**config.mk**
```make
export PLATFORM = sky130hd
export DESIGN_NAME = hs_out_chan
export DESIGN_NICKNAME = d
export VERILOG_FILES = /design/src/rtl/hs_out_pkg.sv /design/src/rtl/hs_sync.sv /design/src/rtl/hs_edge.sv /design/src/rtl/hs_inte.sv /design/src/rtl/hs_fsm.sv /design/src/rtl/hs_out_chan.sv
export SDC_FILE = /design/constraint.sdc
export NUM_CORES = 1
export LEC_CHECK = 0
export BUFFER_PORTS_ARGS = -buffer_cell sky130_fd_sc_hd__buf_2
export CORE_MARGIN = 2
export CORE_UTILIZATION = 35
export CTS_CLUSTER_DIAMETER = 80
export DETAILED_ROUTE_END_ITERATION = 6
export GPL_ROUTABILITY_DRIVEN = 1
export PLACE_DENSITY_LB_ADDON = 0.25
export SLEW_MARGIN = 40
export SYNTH_ARGS = -nofsm -noshare
export SYNTH_HDL_FRONTEND = slang
export SYNTH_HIERARCHICAL = 1
export SYNTH_SLANG_ARGS = --single-unit
```
**constraint.sdc**
```tcl
create_clock -name clk -period 1.45 [get_ports clk]
set_input_delay 0.2175 -clock clk [delete_from_list [all_inputs] [get_ports clk]]
set_output_delay 0.2175 -clock clk [all_outputs]
set_load 0.01 [all_outputs]
```
**src/rtl/hs_out_pkg.sv**
```systemverilog
package hs_out_pkg;

    typedef enum logic [1:0] {
        ST_EMPTY    = 2'd0,
        ST_FULL     = 2'd1,
        ST_ACK_HELD = 2'd2,
        ST_DONE     = 2'd3
    } hs_state_t;

endpackage

```
**src/rtl/hs_sync.sv**
```systemverilog
module hs_sync #(
    parameter int STAGES  = 2,
    parameter bit RST_VAL = 1'b1
) (
    input  logic clk,
    input  logic rst,
    input  logic din,
    output logic dout
);
    logic [STAGES-1:0] chain;

    generate
        for (genvar g = 0; g < STAGES; g++) begin : g_stage
            if (g == 0) begin : g_first
                always_ff @(posedge clk) begin
                    if (rst) chain[0] <= RST_VAL;
                    else     chain[0] <= din;
                end
            end else begin : g_next
                always_ff @(posedge clk) begin
                    if (rst) chain[g] <= RST_VAL;
                    else     chain[g] <= chain[g-1];
                end
            end
        end
    endgenerate

    assign dout = chain[STAGES-1];
endmodule

```
**src/rtl/hs_edge.sv**
```systemverilog
module hs_edge (
    input  logic clk,
    input  logic rst,
    input  logic level,
    output logic fall,
    output logic rise
);
    logic level_d;

    always_ff @(posedge clk) begin
        if (rst) level_d <= 1'b1;
        else     level_d <= level;
    end

    assign fall = level_d & ~level;
    assign rise = ~level_d & level;
endmodule

```
**src/rtl/hs_inte.sv**
```systemverilog
module hs_inte #(
    parameter int INTE_BIT = 6
) (
    input  logic       clk,
    input  logic       rst,
    input  logic       bsr_stb,
    input  logic [2:0] bsr_sel,
    input  logic       bsr_val,
    output logic       inte
);
    localparam logic [2:0] SEL = 3'(INTE_BIT);

    always_ff @(posedge clk) begin
        if (rst)                           inte <= 1'b0;
        else if (bsr_stb && bsr_sel == SEL) inte <= bsr_val;
    end
endmodule

```
**src/rtl/hs_fsm.sv**
```systemverilog
module hs_fsm
    import hs_out_pkg::*;
#(
    parameter bit BIDIR = 1'b0
) (
    input  logic clk,
    input  logic rst,
    input  logic wr_stb,
    input  logic ack_fall,
    input  logic ack_rise,
    input  logic inte,
    output logic obf_n,
    output logic intr,
    output logic oe
);
    hs_state_t state, state_nx;

    always_comb begin
        state_nx = state;
        unique case (state)
            ST_EMPTY:    if (wr_stb) state_nx = ST_FULL;
            ST_FULL:     if (wr_stb) state_nx = ST_FULL;
                         else if (ack_fall) state_nx = ST_ACK_HELD;
            ST_ACK_HELD: if (wr_stb) state_nx = ST_FULL;
                         else if (ack_rise) state_nx = ST_DONE;
            ST_DONE:     if (wr_stb) state_nx = ST_FULL;
            default:     state_nx = ST_EMPTY;
        endcase
    end

    always_ff @(posedge clk) begin
        if (rst) state <= ST_EMPTY;
        else     state <= state_nx;
    end

    always_comb begin
        obf_n = 1'b1;
        intr  = 1'b0;
        oe    = (BIDIR == 1'b0);
        unique case (state)
            ST_EMPTY:    ;
            ST_FULL:     obf_n = 1'b0;
            ST_ACK_HELD: oe = 1'b1;
            ST_DONE:     intr = inte;
            default:     obf_n = 1'b1;
        endcase
    end
endmodule

```
**src/rtl/hs_out_chan.sv**
```systemverilog
module hs_out_chan #(
    parameter int DATA_W      = 8,
    parameter int PC_W        = 8,
    parameter int OBF_BIT     = 7,
    parameter int INTR_BIT    = 3,
    parameter int INTE_BIT    = 6,
    parameter bit BIDIR       = 1'b1,
    parameter int SYNC_STAGES = 2
) (
    input  logic              clk,
    input  logic              rst,
    input  logic              wr_stb,
    input  logic [DATA_W-1:0] wr_data,
    input  logic              bsr_stb,
    input  logic [2:0]        bsr_sel,
    input  logic              bsr_val,
    input  logic              ack_n,
    output logic [DATA_W-1:0] pin_out,
    output logic              pin_oe,
    output logic [PC_W-1:0]   pc_drive,
    output logic [PC_W-1:0]   pc_drive_en
);
    logic ack_s, ack_fall, ack_rise, inte, obf_n, intr;
    logic [DATA_W-1:0] latch_q;

    hs_sync #(.STAGES(SYNC_STAGES), .RST_VAL(1'b1)) i_sync (
        .clk(clk), .rst(rst), .din(ack_n), .dout(ack_s)
    );

    hs_edge i_edge (
        .clk(clk), .rst(rst), .level(ack_s), .fall(ack_fall), .rise(ack_rise)
    );

    hs_inte #(.INTE_BIT(INTE_BIT)) i_inte (
        .clk(clk), .rst(rst), .bsr_stb(bsr_stb), .bsr_sel(bsr_sel),
        .bsr_val(bsr_val), .inte(inte)
    );

    hs_fsm #(.BIDIR(BIDIR)) i_fsm (
        .clk(clk), .rst(rst), .wr_stb(wr_stb), .ack_fall(ack_fall),
        .ack_rise(ack_rise), .inte(inte), .obf_n(obf_n), .intr(intr), .oe(pin_oe)
    );

    always_ff @(posedge clk) begin
        if (rst)         latch_q <= '0;
        else if (wr_stb) latch_q <= wr_data;
    end
    assign pin_out = latch_q;

    generate
        for (genvar b = 0; b < PC_W; b++) begin : g_pc
            if (b == OBF_BIT) begin : g_obf
                assign pc_drive[b]    = obf_n;
                assign pc_drive_en[b] = 1'b1;
            end else if (b == INTR_BIT) begin : g_intr
                assign pc_drive[b]    = intr;
                assign pc_drive_en[b] = 1'b1;
            end else begin : g_free
                assign pc_drive[b]    = 1'b0;
                assign pc_drive_en[b] = 1'b0;
            end
        end
    endgenerate
endmodule

```
# Word level (Yosys, flattened, before mapping)
# Index checks and enable logic that the tools add are counted.
# word_totals
ff_bits,14
latchBits,0
ramBits,0
rom_bits,0
input_bits,17
out_inout_bits,25
wordCells,30
memories,0
# classes
add_sub_neg,0
n_mul,0
div,0
n_lt_le_gt_ge,0
eq_ne,7
shifts,0
mux,9
n_bitwise,4
reduce_logical,4
# ops
op,n
$mux W2,5
$ne A3 B3 Y1 const B,2
$pmux W2 S3,1
$eq A2 B2 Y1 const B,2
$eq A3 B3 Y1 const B,1
$mux W1,3
$reduce_and A3 Y1,1
$and A1 B1 Y1,2
$eq A2 B1 Y1 const B,1
$logic_not A2 Y1,1
$ne A2 B1 Y1 const B,1
$not A1 Y1,2
$reduce_or A2 Y1,1
$logic_and A1 B1 Y1,1

# Depth between registers and ports, before layout
# Gate-level depths: netlist of run 1.
# depth
ltp_word,5
mapped_depth,5

# By module
# Netlist of run 1, hierarchy kept.
# modules_own_cells
mod,instances,cells_per_inst,area_per_inst_um2,seq_area_each_um2
hs_out_chan,1,44,412.9,160.2
hs_fsm,1,20,182.7,40.0
hs_sync,1,4,52.6,40.0
hs_inte,1,5,51.3,20.0
hs_edge,1,4,40.0,20.0

# Worst setup path after synthesis of run 1
# OpenSTA, ideal clock, no wires.
# synth_timing
kind,register to register
from,register i_fsm.state[0]
to,register i_fsm.state[1]
arrival_ns,1.452
t_required_ns,1.338
setup_slack_ns,-0.114
path_stages_with_launch,6
path_buffers,0
path_cell_list,dfxtp_1 > inv_1 > ha_1 > nor2b_1 > or3_1 > a2111oi_1
# synth_via
elab_chain_len,4
word_cells_on_any_way,10
cone_classes,eq/ne (6); mux (1); reduce/logical (3)
# synth_lines
item,line_no,text
start: declaration,hs_fsm.sv:16,"hs_state_t state, state_nx;"
start signal: assignment,hs_fsm.sv:33,else state <= state_nx;
$eq A2 B2 Y1 / $logic_not A2 Y1 (equally long branches),hs_fsm.sv:20,unique case (state)
$reduce_or A2 Y1 (no source line),-,
$ne A2 B1 Y1 (no source line),-,
$reduce_and A3 Y1 (no source line),-,
# Parallel ways exist; a longest one is shown, timed or not.
# A chain may end at the register's enable or synchronous reset.

# Final worst setup path of run 1
# Same ends and word-level chain as after synthesis.

==> results.ini, run 1 <==
[yosys]
syn_area_per_cell_um2=9.60
syn_area_um2=739
synthXorXnorAreaFrac_pct=0
yosys.area_share.adder_pct=6.77
ys_seq_area_share_pct=37.9
synth_common_cells=16 x buf_4, 14 x dfxtp_1, 9 x mux2i_1, 9 x nor2_1, 4 x ha_1
yosys.area_share.simple_pct=18.8
synth.most_common_cell=buf_4
synth_top_family_by_area=buffers and inverters
synth_compound_area_share_pct=3.55
synth_warnings=6
synthMuxAreaShare_pct=12.2
synth_edf_count=0
synth.distinct_cells=21
netlist.area_leader.share_pct=37.9
synth_top_cell_by_area=dfxtp_1
ys_top_cells_by_area=dfxtp_1 38%, buf_4 16%, mux2i_1 12%
synth_top_flop_cell=dfxtp_1
async_flop_share_pct=0
syn_inst=77
ys_ff_latch=14

[drt]
avgRoutedWirePerCell_um=9.53
route.vias.total=552
ant_nets=0
drc=0
wirelength_mm=1.29
drtIter0Drc=0
dr.pass1.iters=1
vias_per_cell=4.09

[die]
die_width_um=50.0
start_util_pct=37.3
core_area_um2=1980
design.die.area_um2=2500
die_y_um=50.0
io_pins=42
num_rows=16

[placement]
place_congestion=0.644
dp.cells=130
io_buffers=27
dpl.hpwl_um=952
dpl-instance-area_um2=860

[grt]
grtUsageTotal_pct=9.89
grt_max_degree=16
grt_pass1_wl_mm=1.91
antenna_found_initial=0
grt_overflow_total=0
grt_pass1_vias=474

[worst_setup_path]
cp-start-kind=flip-flop
crit_type=reg -> reg
critPathMaxStageDelay_ns=0.39
critical_path.cell_chain=inv_2 > ha_2 > or3_4 > a2111oi_4
arrival_ns=1.67
worstPathMaxFanout=5
crit_required_ns=1.62
cp-end-kind=flip-flop
crit_slowest_cell=dfxtp_4

[sta]
rsz0062_at_grt=yes
fmax_mhz=665
slew_violations=0
fin_skew_ns=0.00162
period_minus_slack_ns=1.50
hold_viol=0
setup-tns-final_ns=-0.0583
finalCritPeriodShare_pct=104
setup_violations=2
fin_ws_ns=-0.0528

[clock_tree]
cts.sinks=14
cts_tree=built
numCtsBuffers=3
clk_pin_slew_ns=0.08
clk_latency_ns=0.27
ctsHtreeMaxLevel=1
cts_buffer_depth=2
ctsRootBufferMaster=clkbuf_4
cts_hold_buf=0

[run_status]
status=finished, violations left
violations=negative setup slack

[cells_and_area]
finish.instance_area_um2=971
utilization_pct=49.0
fillCellCount=200
nets=131
n_antenna_cell=0
drive_above_1_share_pct=47.2
area_growth_pct=31.3
final_cells=135

[power]
p_seq_share_pct=49.5
leakagePower_nw=0.483
ir_drop_mv=0.595
p_total_mw=0.861
combPwrFrac_pct=26.7
p_per_area_nw_per_um2=887
switching_share_pct=27.7
clockPowerShare_pct=23.8
p_sw_mw=0.238
internal_power_mw=0.623

[flow_run]
max_cap_viol_count=0

[worst_hold_path]
min_path_type=in -> reg

## per-layer routing
metal	GRT usage [%]	share of wire (%)
met1	13.1	44
met2	14.9	49
met3	1.82	7.2
met4	5.56	0
met5	0	0
## power by group through the flow
stage	sequential, mW	clock, mW	combinational, mW
finish	0.426	0.205	0.230
global placement	0.430	0	0.177
CTS	0.424	0.220	0.190
floorplan	0.436	0	0.136
detailed placement	0.432	0	0.180
global route	0.430	0.228	0.254
## through the flow
step	hold WS [ns]	worst slack, ns
after detailed placement	0.389	-0.0981
final	0.127	-0.0528
after global routing	0.147	-0.0975
after CTS	0.118	-0.0362
after global placement	0.389	0.00326
after floorplan	0.293	0.00735
## timing repair
action,4_1_cts,5_1_grt
pin swaps,0,3
gates cloned,0,0
gates resized for setup,5,11
setup endpoints to repair,2,2
setup buffers,0,2
## cell families after synthesis
| group | count (synthesis) |
|---|---|
| flops | 14 |
| compound gates | 3 |
| mux | 9 |
| other cells | 2 |
| buf+inv | 21 |
| simple gates | 24 |
| fa+ha+maj | 4 |
## area by class of cell
class | count | area, um^2 | area share (%)
Tap cell | 27 | 33.8 | 3.48
Multi-Input combinational cell | 54 | 424 | 43.7
Timing Repair Buffer | 34 | 194 | 20.0
Sequential cell | 14 | 285 | 29.4
Clock buffer | 3 | 22.5 | 2.32
Inverter | 3 | 11.3 | 1.16
## worst max-delay path, delay by kind of cell (launching register included)
kind                       cells  cell delay, ns
AOI/OAI and AO/OA              1            0.33
adders and majority gates      1            0.27
buffers and inverters          1            0.04
DFF                            1            0.39
and+or+nand+nor                1            0.38
## worst paths after layout
path	end	cells past startpoint	from	slack, ns
max reg2reg	i_fsm/state[1]$_SDFFE_PP0P_	4	i_fsm/state[0]$_SDFFE_PP0P_	-0.05
max	i_fsm/state[1]$_SDFFE_PP0P_	4	i_fsm/state[0]$_SDFFE_PP0P_	-0.05
min reg2reg	i_sync/dout$_SDFF_PP1_	1	i_sync/chain[0]$_SDFF_PP1_	0.40
min	i_sync/chain[0]$_SDFF_PP1_	2	ack_n	0.13
## cell usage in the layout, fill, tap and decap left out, types with 2 or more instances in the layout
cell	instances
conb_1	14
nand2b_1	3
mux2i_1	9
inv_2	2
nor2b_4	2
buf_4	7
nor2_1	9
dfxtp_1	12
clkbuf_4	3
ha_2	2
or2_1	3
nor4_2	2
buf_2	26
## sequential cells by signal, indices dropped and copies added, names as in the netlist
name,count
i_fsm/state,2
pin_out,8
i_sync/chain,1
i_edge/level_d,1
i_sync/dout,1
i_inte/inte,1
No activity file was read; power rests on OpenSTA's default activity.
==> inputs of run 2 (changes only) <==
PLACE_DENSITY_LB_ADDON = 0.08   (was 0.25)
==> run 2 against run 1 <==
Compared with the run above: the flow still finishes with violations (negative setup slack); clock-buffer cell count rose by 1; power rose by 2.4%; clock skew is 0.00082 ns lower; sequential share of layout area grew 1.7 points; design area fell by 6.3%; critical endpoint unchanged; highest routed layer unchanged.
==> results.ini, run 2 (same netlist as run 1, synthesis figures left out) <==
[clock_tree]
numCtsBuffers=3  ; unchanged
cts.sinks=14  ; unchanged
clk_latency_ns=0.27  ; about the same
cts_hold_buf=0  ; unchanged
ctsHtreeMaxLevel=1  ; unchanged
cts_setup_buffers=0  ; unchanged
ctsRootBufferMaster=clkbuf_4  ; unchanged
cts_tree=built  ; unchanged
cts_buffer_depth=2  ; unchanged
cts.repair.resized=4  ; was 5
clk_pin_slew_ns=0.08  ; about the same

[grt]
grt_pass1_wl_mm=2.04  ; was 1.91 mm
grt_max_degree=16  ; unchanged
antenna_found_initial=0  ; unchanged
grtUsageTotal_pct=10.5  ; was 9.89%
grt_overflow_total=0  ; unchanged
grt_pass1_vias=478  ; was 474

[cells_and_area]
final_common_cell=buf_2  ; unchanged
fillCellCount=212  ; was 200
nets=129  ; was 131
area_growth_pct=23.0  ; was 31.3%
mostFrequentLayoutCells=27 x buf_2, 14 x conb_1, 12 x dfxtp_1, 9 x mux2i_1, 9 x nor2_1  ; was 26 x buf_2, 14 x conb_1, 12 x dfxtp_1, 9 x mux2i_1, 9 x nor2_1
n_antenna_cell=0  ; unchanged
finish.instance_area_um2=910  ; was 971 um^2
drive_above_1_share_pct=41.1  ; was 47.2%
largest_reg_flops=8  ; unchanged
utilization_pct=45.9  ; was 49.0%

[power]
p_total_mw=0.881  ; was 0.861 mW
p_per_area_nw_per_um2=969  ; was 887 nW/um^2
leakagePower_nw=0.476  ; was 0.483 nW
ir_drop_mv=0.512  ; was 0.595 mV

[drt]
avgRoutedWirePerCell_um=8.50  ; was 9.53 um
drc=0  ; unchanged
route.vias.total=525  ; was 552
wirelength_mm=1.14  ; was 1.29 mm
drtIter0Drc=4  ; was 0
vias_per_cell=3.92  ; was 4.09
dr.pass1.iters=2  ; was 1
ant_nets=0  ; unchanged

[sta]
period_minus_slack_ns=1.46  ; was 1.50 ns
hold_slack_ns=0.125  ; was 0.127 ns
setup_violations=1  ; was 2
fin_skew_ns=0.000803  ; was 0.00162 ns
slew_violations=0  ; unchanged
fmax_mhz=683  ; was 665 MHz
rsz0062_at_grt=yes  ; unchanged
finalCritPeriodShare_pct=101  ; was 104%
hold_viol=0  ; unchanged
setup-tns-final_ns=-0.0145  ; was -0.0583 ns
fin_ws_ns=-0.0145  ; was -0.0528 ns

[worst_setup_path]
cp-start-kind=flip-flop  ; unchanged
arrival_ns=1.63  ; was 1.67 ns
crit_buf_inv=1  ; unchanged
critPathMaxStageDelay_ns=0.39  ; about the same
critical_path.cell_chain=inv_1 > ha_2 > or3_4 > a2111oi_2  ; was inv_2 > ha_2 > or3_4 > a2111oi_4
cp-end-kind=flip-flop  ; unchanged
crit_type=reg -> reg  ; unchanged
worstPathMaxFanout=3  ; was 5
crit_family=simple AND/OR/NAND/NOR gates  ; was flip-flops
crit_slowest_cell=or3_4  ; was dfxtp_4
crit_required_ns=1.61  ; was 1.62 ns

[placement]
dpl-instance-area_um2=860  ; unchanged
dpl.hpwl_um=906  ; was 952 um
io_buffers=27  ; unchanged
place_congestion=0.720  ; was 0.644

[die]
num_rows=16  ; unchanged
die_width_um=50.0  ; unchanged
design.die.area_um2=2500  ; unchanged
die_y_um=50.0  ; unchanged
io_pins=42  ; unchanged
core_area_um2=1980  ; unchanged
start_util_pct=37.3  ; unchanged

[flow_run]
max_cap_viol_count=0  ; unchanged

[worst_hold_path]
min_path_type=in -> reg  ; unchanged

[run_status]
status=finished, violations left  ; unchanged
violations=negative setup slack  ; unchanged

==> run 2: changes by cell type in the layout (fill, tap and decap cells not counted), sizes merged <==
cell | before | now
buf | 34 | 32
clkbuf | 3 | 4
==> run 2: worst paths after layout <==
path | slack (ns) | from | end | cells after the start
worst max-delay path | -0.01 | i_fsm/state[0]$_SDFFE_PP0P_ | i_fsm/state[1]$_SDFFE_PP0P_ | 4
worst max register to register | -0.01 | i_fsm/state[0]$_SDFFE_PP0P_ | i_fsm/state[1]$_SDFFE_PP0P_ | 4
worst min register to register | 0.41 | i_sync/chain[0]$_SDFF_PP1_ | i_sync/dout$_SDFF_PP1_ | 1
worst min-delay path | 0.13 | ack_n | i_sync/chain[0]$_SDFF_PP1_ | 2
==> run 2: final cells by class <==
class | instances | area, um^2 | share of cell area, %
inverters | 3 | 11.3 | 1.24
multi-input cells | 54 | 373 | 41.0
flip-flops and latches | 14 | 283 | 31.1
well taps | 27 | 33.8 | 3.71
repair buffers | 32 | 173 | 19.0
clock buffers | 4 | 36.3 | 3.99
==> run 2: per-stage QoR <==
| step | setup WS (ns) | cells |
|---|---|---|
| floorplan | 0.00735 | 89 |
| global placement | -0.0203 | 130 |
| detailed placement | -0.115 | 130 |
| CTS | -0.0361 | 134 |
| global route | -0.0687 | 134 |
| finish | -0.0145 | 134 |
==> run 2: metal layers <==
layer,part of all wire [%],vias to the layer above,global-route usage [%]
li1,-,281,-
met1,49,221,13.1
met2,44,23,17.1
met3,6.6,0,2.73
met4,0,0,4.17
met5,0,-,0
==> run 2: report_power, final <==
group | total, mW | internal (mW) | switching (mW)
Clock | 0.266 | 0.152 | 0.113
Sequential | 0.421 | 0.409 | 0.0127
Combinational | 0.194 | 0.100 | 0.0941
==> inputs of run 3 (changes only) <==
REMOVE_ABC_BUFFERS = 1   (was unset)
==> run 3 against run 2 <==
Compared with the run above: the flow now finishes without violations; cell count increased by 3.7%; via count is 7.8% higher; clock skew rose by 0.0042 ns; utilization is 4.5 points higher; non-clock buffer count grew 5; worst setup slack better by 0.015 ns; power up 7.5%; combinational power increased by 26%; die area is the same; design area increased by 9.9%; fmax rose by 1.0%; largest power group unchanged.
==> results.ini, run 3 (same netlist as run 1, synthesis figures left out) <==
[run_status]
status=complete, no violations  ; was finished, violations left

[worst_setup_path]
critPathMaxStageDelay_ns=0.39  ; about the same
worstPathMaxFanout=3  ; unchanged
arrival_ns=1.63  ; about the same
crit_type=reg -> reg  ; unchanged
reg2regPathDepth=5  ; was 4
crit_required_ns=1.63  ; was 1.61 ns
cp-end-kind=flip-flop  ; unchanged
critical_path.cell_chain=inv_2 > ha_2 > nor2b_4 > or3_4 > a2111oi_4  ; was inv_1 > ha_2 > or3_4 > a2111oi_2
cp-start-kind=flip-flop  ; unchanged
crit_slowest_cell=or3_4  ; unchanged

[clock_tree]
ctsHtreeMaxLevel=1  ; unchanged
cts_setup_buffers=0  ; unchanged
numCtsBuffers=3  ; unchanged
clk_pin_slew_ns=0.09  ; was 0.08 ns
clk_latency_ns=0.28  ; was 0.27 ns
cts_buffer_depth=2  ; unchanged
cts_hold_buf=0  ; unchanged
cts.sinks=14  ; unchanged
cts_tree=built  ; unchanged
ctsRootBufferMaster=clkbuf_4  ; unchanged

[placement]
place_congestion=0.656  ; was 0.720
dpl.hpwl_um=948  ; was 906 um
dpl-instance-area_um2=893  ; was 860 um^2
post-place-ws_ns=-0.158  ; was -0.115 ns
io_buffers=27  ; unchanged

[cells_and_area]
final_common_cell=buf_2  ; unchanged
mostFrequentLayoutCells=27 x buf_2, 14 x conb_1, 12 x dfxtp_1, 10 x buf_4  ; was 27 x buf_2, 14 x conb_1, 12 x dfxtp_1, 9 x mux2i_1, 9 x nor2_1
largest_reg_flops=8  ; unchanged
finish.instance_area_um2=1000  ; was 910 um^2
regArea_um2=285  ; was 283 um^2
n_antenna_cell=0  ; unchanged
nets=134  ; was 129
multi_input_area_um2=423  ; was 373 um^2
drive_above_1_share_pct=49.1  ; was 41.1%
fillCellCount=188  ; was 212
area_growth_pct=35.2  ; was 23.0%

[drt]
route.vias.total=566  ; was 525
wirelength_mm=1.27  ; was 1.14 mm
drc=0  ; unchanged
avgRoutedWirePerCell_um=9.13  ; was 8.50 um
dr.pass1.iters=2  ; unchanged
drtIter0Drc=1  ; was 4
ant_nets=0  ; unchanged
vias_per_cell=4.07  ; was 3.92

[sta]
slew_violations=0  ; unchanged
setup_violations=0  ; was 1
finalCritPeriodShare_pct=100  ; was 101%
rsz0062_at_grt=yes  ; unchanged
fmax_mhz=690  ; was 683 MHz
hold_viol=0  ; unchanged
fin_ws_ns=0.000648  ; was -0.0145 ns
period_minus_slack_ns=1.45  ; was 1.46 ns
fin_skew_ns=0.00500  ; was 0.000803 ns

[die]
start_util_pct=37.3  ; unchanged
design.die.area_um2=2500  ; unchanged
num_rows=16  ; unchanged
core_area_um2=1980  ; unchanged
die_y_um=50.0  ; unchanged
die_width_um=50.0  ; unchanged
io_pins=42  ; unchanged

[grt]
antenna_found_initial=0  ; unchanged
grt_pass1_wl_mm=2.09  ; was 2.04 mm
grt_pass1_vias=514  ; was 478
grt_overflow_total=0  ; unchanged
grtUsageTotal_pct=11.1  ; was 10.5%
grt_max_degree=16  ; unchanged

[worst_hold_path]
min_path_type=in -> reg  ; unchanged
hold_depth=2  ; unchanged

[flow_run]
max_cap_viol_count=0  ; unchanged

[power]
leakagePower_nw=0.503  ; was 0.476 nW
p_total_mw=0.947  ; was 0.881 mW
p_per_area_nw_per_um2=947  ; was 969 nW/um^2
ir_drop_mv=0.436  ; was 0.512 mV

[run 3: cell count changes in the layout (fill, tap and decap cells not counted), sizes merged]
cell  previous run  this run
buf             32        37
[run 3: worst max-delay path, delay by kind of cell, from the launching register on]
| family | cells | cell delay [ns] |
|---|---|---|
| AO/OA/AOI/OAI | 1 | 0.28 |
| adder cells (fa/ha/maj) | 1 | 0.16 |
| buffers and inverters | 1 | 0.04 |
| AND/OR/NAND/NOR | 2 | 0.51 |
| flip-flops | 1 | 0.36 |
[run 3: cell type report]
class / instances / share of cell area [%]
Multi-Input combinational cell: 54 / 42.3
Clock buffer: 4 / 3.63
Inverter: 3 / 1.13
Tap cell: 27 / 3.38
Timing Repair Buffer: 37 / 21.0
Sequential cell: 14 / 28.5
[run 3: through the flow]
stage / instances / hold WS, ns / setup TNS [ns] / utilization [%]
CTS: 139 / 0.104 / -0.0237 / 48.3
floorplan: 71 / 0.290 / -0.114 / -
detailed placement: 135 / 0.393 / -0.209 / 45.1
global placement: 135 / 0.386 / -0.180 / 45.1
finish: 139 / 0.114 / 0 / 50.4
global route: 139 / 0.106 / -0.0705 / 50.4
[run 3: repair_timing]
| item | in CTS | in global routing |
|---|---|---|
| setup endpoints to repair | 2 | 3 |
| pin swaps | 2 | 2 |
| resized for setup | 10 | 8 |
| hold endpoints to repair | 0 | 0 |
[run 3: path summary, 6_finish.rpt]
| check | from | end | slack [ns] |
|---|---|---|---|
| worst min register to register | i_sync/chain[0]$_SDFF_PP1_ | i_sync/dout$_SDFF_PP1_ | 0.42 |
| worst max-delay path | i_fsm/state[1]$_SDFFE_PP0P_ | i_fsm/state[1]$_SDFFE_PP0P_ | 0.0006 |
| worst max register to register | i_fsm/state[1]$_SDFFE_PP0P_ | i_fsm/state[1]$_SDFFE_PP0P_ | 0.0006 |
| worst min-delay path | ack_n | i_sync/chain[0]$_SDFF_PP1_ | 0.11 |
[run 3: power by group]
group,internal (mW),switching (mW),total (mW)
clock,0.153,0.127,0.279
combinational,0.127,0.118,0.245
sequential,0.409,0.0142,0.423
total,0.688,0.259,0.947
[run 3: per-layer routing]
metal | vias to the layer above | part of all wire, % | track usage [%]
met5 | - | 0 | 0
met4 | 0 | 1.1 | 8.33
met3 | 2 | 7.3 | 1.82
met2 | 28 | 50 | 18.7
met1 | 245 | 42 | 12.5
li1 | 291 | - | -
